## config.mk

```make
export PLATFORM = sky130hd
export DESIGN_NAME = sar_seq_core
export DESIGN_NICKNAME = d
export VERILOG_FILES = /design/src/rtl/sar_seq_pkg.sv /design/src/rtl/sar_seq_fsm.sv /design/src/rtl/sar_seq_dp.sv /design/src/rtl/sar_seq_flags.sv /design/src/rtl/sar_seq_core.sv
export SDC_FILE = /design/constraint.sdc
export NUM_CORES = 1
export LEC_CHECK = 0
export CAP_MARGIN = 20
export CORE_MARGIN = 2
export CORE_UTILIZATION = 45
export DETAILED_ROUTE_END_ITERATION = 7
export PLACE_DENSITY = 0.75
export SLEW_MARGIN = 5
export SYNTH_ARGS = -nofsm -noshare
export SYNTH_HDL_FRONTEND = slang
export SYNTH_SLANG_ARGS = --single-unit
export TNS_END_PERCENT = 5
```

## constraint.sdc

```tcl
create_clock -name dclk -period 3.43 [get_ports dclk]
set_clock_uncertainty 0.2 [all_clocks]
set_input_delay 0.8575 -clock dclk [delete_from_list [all_inputs] [get_ports dclk]]
set_output_delay 0.8575 -clock dclk [all_outputs]
set_load 0.02 [all_outputs]
```

## src/rtl/sar_seq_pkg.sv

```systemverilog
package sar_seq_pkg;

    typedef enum logic [2:0] {
        S_IDLE,
        S_SAMP,
        S_NULL,
        S_CONV,
        S_REPLAY,
        S_LOCK
    } seq_state_e;

endpackage

```

## src/rtl/sar_seq_fsm.sv

```systemverilog
module sar_seq_fsm
    import sar_seq_pkg::*;
#(
    parameter int NBITS = 12,
    localparam int IW = $clog2(NBITS)
) (
    input  logic          dclk,
    input  logic          clr,
    output seq_state_e    state,
    output logic [IW-1:0] idx
);

    localparam logic [IW-1:0] TOP_IDX = IW'(NBITS - 1);

    seq_state_e    state_nxt;
    logic [IW-1:0] idx_nxt;

    // state register: falling edge, cleared at once by chip select or reset
    always_ff @(negedge dclk or posedge clr) begin
        if (clr) begin
            state <= S_IDLE;
            idx   <= '0;
        end else begin
            state <= state_nxt;
            idx   <= idx_nxt;
        end
    end

    always_comb begin
        state_nxt = state;
        idx_nxt   = idx;
        unique case (state)
            S_IDLE:   state_nxt = S_SAMP;
            S_SAMP:   state_nxt = S_NULL;
            S_NULL: begin
                state_nxt = S_CONV;
                idx_nxt   = TOP_IDX - 1'b1;
            end
            S_CONV: begin
                if (idx == '0) begin
                    state_nxt = S_REPLAY;
                    idx_nxt   = '0;
                end else begin
                    idx_nxt = idx - 1'b1;
                end
            end
            S_REPLAY: begin
                if (idx == TOP_IDX) begin
                    state_nxt = S_LOCK;
                    idx_nxt   = '0;
                end else begin
                    idx_nxt = idx + 1'b1;
                end
            end
            S_LOCK:   state_nxt = S_LOCK;
            default:  state_nxt = S_IDLE;
        endcase
    end

endmodule

```

## src/rtl/sar_seq_dp.sv

```systemverilog
module sar_seq_dp
    import sar_seq_pkg::*;
#(
    parameter int NBITS = 12,
    localparam int IW = $clog2(NBITS)
) (
    input  logic             dclk,
    input  logic             clr,
    input  seq_state_e       state,
    input  logic [IW-1:0]    idx,
    input  logic             cmp_ge,
    output logic             dout,
    output logic             dout_oe,
    output logic [NBITS-1:0] dac_code
);

    localparam int TOP = NBITS - 1;

    logic [NBITS-1:0] res;
    logic [IW:0]      prev_idx;

    // successive-approximation result register
    always_ff @(negedge dclk or posedge clr) begin
        if (clr) begin
            res <= '0;
        end else begin
            unique case (state)
                S_SAMP:  res      <= '0;
                S_NULL:  res[TOP] <= cmp_ge;
                S_CONV:  res[idx] <= cmp_ge;
                default: res      <= res;
            endcase
        end
    end

    assign prev_idx = {1'b0, idx} + 1'b1;

    // output and trial-code selection
    always_comb begin
        dout     = 1'b0;
        dout_oe  = 1'b0;
        dac_code = '0;
        unique case (state)
            S_NULL: begin
                dout_oe       = 1'b1;
                dac_code[TOP] = 1'b1;
            end
            S_CONV: begin
                dout_oe       = 1'b1;
                dout          = res[prev_idx];
                dac_code      = res;
                dac_code[idx] = 1'b1;
            end
            S_REPLAY: begin
                dout_oe = 1'b1;
                dout    = res[idx];
            end
            default: ;
        endcase
    end

endmodule

```

## src/rtl/sar_seq_flags.sv

```systemverilog
module sar_seq_flags
    import sar_seq_pkg::*;
(
    input  seq_state_e state,
    input  logic       cs_n,
    output logic       st_sampling,
    output logic       st_converting,
    output logic       st_replay,
    output logic       st_locked,
    output logic       st_partial_pd,
    output logic       st_full_pd
);

    always_comb begin
        st_sampling   = 1'b0;
        st_converting = 1'b0;
        st_replay     = 1'b0;
        st_locked     = 1'b0;
        st_partial_pd = 1'b0;
        st_full_pd    = 1'b0;
        unique case (state)
            S_IDLE: begin
                st_full_pd  = cs_n;
                st_sampling = ~cs_n;
            end
            S_SAMP:   st_sampling   = 1'b1;
            S_NULL,
            S_CONV:   st_converting = 1'b1;
            S_REPLAY: begin
                st_replay     = 1'b1;
                st_partial_pd = 1'b1;
            end
            S_LOCK: begin
                st_locked     = 1'b1;
                st_partial_pd = 1'b1;
            end
            default: ;
        endcase
    end

endmodule

```

## src/rtl/sar_seq_core.sv

```systemverilog
module sar_seq_core
    import sar_seq_pkg::*;
#(
    parameter int NBITS = 12,
    localparam int IW = $clog2(NBITS)
) (
    input  logic             dclk,
    input  logic             rst_n,
    input  logic             cs_n,
    input  logic             cmp_ge,
    output logic             dout,
    output logic             dout_oe,
    output logic [NBITS-1:0] dac_code,
    output logic             st_sampling,
    output logic             st_converting,
    output logic             st_replay,
    output logic             st_locked,
    output logic             st_partial_pd,
    output logic             st_full_pd
);

    logic          clr;
    seq_state_e    state;
    logic [IW-1:0] idx;

    assign clr = ~rst_n | cs_n;

    sar_seq_fsm #(.NBITS(NBITS)) u_fsm (
        .dclk  (dclk),
        .clr   (clr),
        .state (state),
        .idx   (idx)
    );

    sar_seq_dp #(.NBITS(NBITS)) u_dp (
        .dclk     (dclk),
        .clr      (clr),
        .state    (state),
        .idx      (idx),
        .cmp_ge   (cmp_ge),
        .dout     (dout),
        .dout_oe  (dout_oe),
        .dac_code (dac_code)
    );

    sar_seq_flags u_flags (
        .state         (state),
        .cs_n          (cs_n),
        .st_sampling   (st_sampling),
        .st_converting (st_converting),
        .st_replay     (st_replay),
        .st_locked     (st_locked),
        .st_partial_pd (st_partial_pd),
        .st_full_pd    (st_full_pd)
    );

endmodule

```

==> summary.txt <==
Placement
  • Gpl congestion: 0.8936
  • IO Port Bufs: 23
  • DP Area: 2077 sq um
  • DP HPWL: 3304 um

Clocking
  • Clock tree root driver cell: clkbuf_4
  • Clk sink count: 19
  • H-Tree Depth: 1
  • Max clock buf depth: 2
  • Worst skew pair latency: 0.29 ns
  • Hold-fix buffers at CTS: 0
  • Clock transition at path regs: 0.07 ns
  • CTS tree: built
  • Total CTS buffers: 3

Synth
  • Async set or reset register ratio after synthesis: 100.0%
  • Post-synthesis sequential area ratio: 32.12%
  • Yosys reg bits: 19
  • Synthesized area per cell: 8.758 sq um
  • Syn Nets: 178
  • Area share of the largest cell type after synthesis: 32.12%
  • Warnings, synthesis: 0
  • Synth cell types: 45
  • Number of flops mapped to enable cells by yosys: 0
  • Synth Cell Area: 1480 sq um
  • Synth top area cells: dfrtn_1 (32%), a21oi_1 (8.8%), mux4_2 (7.6%), a31o_1 (5.9%), ha_1 (4.2%)
  • Synth area leader: dfrtn_1
  • Ys flop type: dfrtn_1
  • Gate Count Post-Synth: 169

Flow run
  • Max Cap Violations: 0

Setup path
  • Worst-path maximum fanout: 3
  • Slowest CP cell: mux4_2
  • Critical path cell sequence: inv_4 -> ha_4 -> mux4_2 -> mux2i_1 -> mux2_4 -> o22ai_4 -> buf_6
  • Crit start category: flop
  • CP Class: flop to output pin
  • Critical Path AT: 3.85 ns
  • Slowest Stage Delay on Critical Path: 0.50 ns
  • Worst R2R Start: u_fsm.idx[0]
  • Critical Path Sink: dout
  • R2r setup slk: 1.43 ns
  • Crit. End Element: output pin
  • Worst Setup SP: u_fsm.idx[0]
  • Worst EP required: 2.37 ns
  • Worst reg-to-reg path cell count: 7
  • FF-to-FF End: u_dp.res[11]

GRT
  • Number of global-route vias before repair: 1543
  • Largest net degree at the start of global routing: 21
  • Grt ovf: 0
  • Initial antenna violation count: 0
  • GRT Total Usage: 26.67%
  • First-pass GRT wire length: 7362 um

Route
  • WL per Instance: 16.58 um
  • Final WL: 4492 um
  • Antenna Nets Post-Route: 0
  • Drt first-iter violations: 111
  • Drt pass-1 iters: 4
  • DR DRC count: 0
  • Vias/cell: 5.690
  • Vias: 1542

Power and ir drop
  • Max VDD drop: 0.1964 mV
  • Pwr per Cell Area: 187.0 nW/um^2
  • Pleak: 1.023 nW

Final layout
  • Number of diodes: 0
  • Final Cell Area: 2187 sq um
  • FF+latch area: 475.5 sq um
  • Area grow syn2layout: 47.76%
  • Layout cell share with drive strength beyond 1: 44.05%
  • Fin nets: 237
  • # fillers: 239
  • Multi-input gate area: 994.7 sq um

Timing
  • Unrepaired setup endpoints after global routing: true
  • PnR worst setup slack: -1.481 ns
  • Setup-failing EPs final: 20
  • Smallest hold slack: 0.4130 ns
  • Final hold violations: 0
  • Slew @ Worst Pin: 0.4851 ns
  • Slew headroom: 67.59%
  • Max Slew Vio Count: 0

Die
  • Chip Height: 61.35 um
  • Starting Density: 47.70%
  • Die footprint: 3764 sq um
  • Rows: 20
  • I/O pin cnt: 24
  • Core footprint: 3103 sq um
  • Die X: 61.35 um

Worst hold path
  • Class of the worst hold path: flop to flop

Outcome
  • Failing checks: setup timing
  • Status: finished, violations left
logic make-up (layout without fill, tap and decap cells):
family | Yosys count | count (layout) | share of synthesized area, %
flops | 19 | 19 | 32.12
xor+xnor | 2 | 2 | 1.184
mux | 9 | 9 | 11.50
fa+ha+maj | 5 | 5 | 4.227
buf+inv | 23 | 81 | 7.692
compound gates | 59 | 59 | 25.61
simple gates | 52 | 52 | 17.67
timing repair:
item	in CTS	in global routing
setup buffers	1	1
resized for setup	102	10
setup endpoints to repair	27	24
pin swaps	2	1
worst max-delay path: cells and delay by family, from the launching register on:
family	cells	cell delay, ns
AO/OA/AOI/OAI	1	0.06
multiplexers	3	0.86
buffers and inverters	2	0.18
flip-flops	1	0.47
adder cells (fa/ha/maj)	1	0.27
power breakdown:
part	switching, mW	internal, mW
sequential	0.00751	0.233
combinational	0.0219	0.0294
clock	0.0719	0.0453
total	0.101	0.308
cell type report:
type / count / share of cell area (%)
Tap cell: 44 / 2.517
Inverter: 6 / 1.144
Clock buffer: 4 / 1.201
Multi-Input combinational cell: 127 / 45.48
Timing Repair Buffer: 71 / 27.92
Sequential cell: 19 / 21.74
state kept, by name, indices dropped and copies added, names as in the netlist:
| register | flops |
|---|---|
| u_dp.res | 12 |
| u_fsm.idx | 4 |
| u_fsm.state | 3 |
per-stage QoR:
stage               setup WS, ns  setup TNS, ns  power, mW  instances  util [%]
floorplan                 -1.113         -17.63     0.2689        169         -
CTS                       -1.490         -18.30     0.4088        270     69.80
detailed placement        -1.583         -24.76     0.2930        265     66.94
global placement          -1.483         -23.75     0.2907        265     66.94
global route              -1.595         -19.67     0.4250        271     70.48
finish                    -1.481         -18.25     0.4089        271     70.48
placed cells by master, fill, tap and decap left out, types with 5 or more instances in the layout:
| master | instances |
|---|---|
| a21oi_1 | 21 |
| dfrtn_1 | 19 |
| buf_4 | 48 |
| mux4_2 | 5 |
| clkdlybuf4s15_2 | 6 |
| a31o_1 | 10 |
| nor2_1 | 15 |
| nand2_1 | 14 |
| buf_6 | 8 |
| a21oi_2 | 7 |
worst min path at each step:
stage	start	endpoint	slack (ns)	depth (start not counted)
detailed placement	u_fsm.idx[2]	u_fsm.idx[2]	0.40	2
floorplan	u_dp.res[0]	u_dp.res[0]	0.28	2
global route	u_fsm.idx[2]	u_fsm.idx[2]	0.46	2
CTS	u_fsm.idx[2]	u_fsm.idx[2]	0.41	2
global placement	u_dp.res[0]	u_dp.res[0]	0.38	3
finish	u_fsm.idx[2]	u_fsm.idx[2]	0.41	2
synth_stat cells, types with 2 or more instances:
cell      instances
a21o_1            2
a21oi_1          26
a21oi_2           2
a221oi_1          2
a31o_1           10
and2b_1           2
buf_2             7
buf_6             2
clkbuf_1          6
dfrtn_1          19
ha_1              5
inv_1             4
inv_2             2
mux2i_1           2
mux4_2            5
nand2_1          15
nand2b_1          3
nand3_1           3
nor2_1           15
nor2b_1           5
o21ai_0           4
o21ai_1           4
xnor2_1           2
metal layers:
| layer | part of all wire [%] | track usage [%] |
|---|---|---|
| met1 | 41 | 33.69 |
| met3 | 6.1 | 3.571 |
| met5 | 0 | 0 |
| met4 | 2.8 | 13.37 |
| met2 | 50 | 44.83 |
Note: power is estimated with default switching activity, not from simulation.
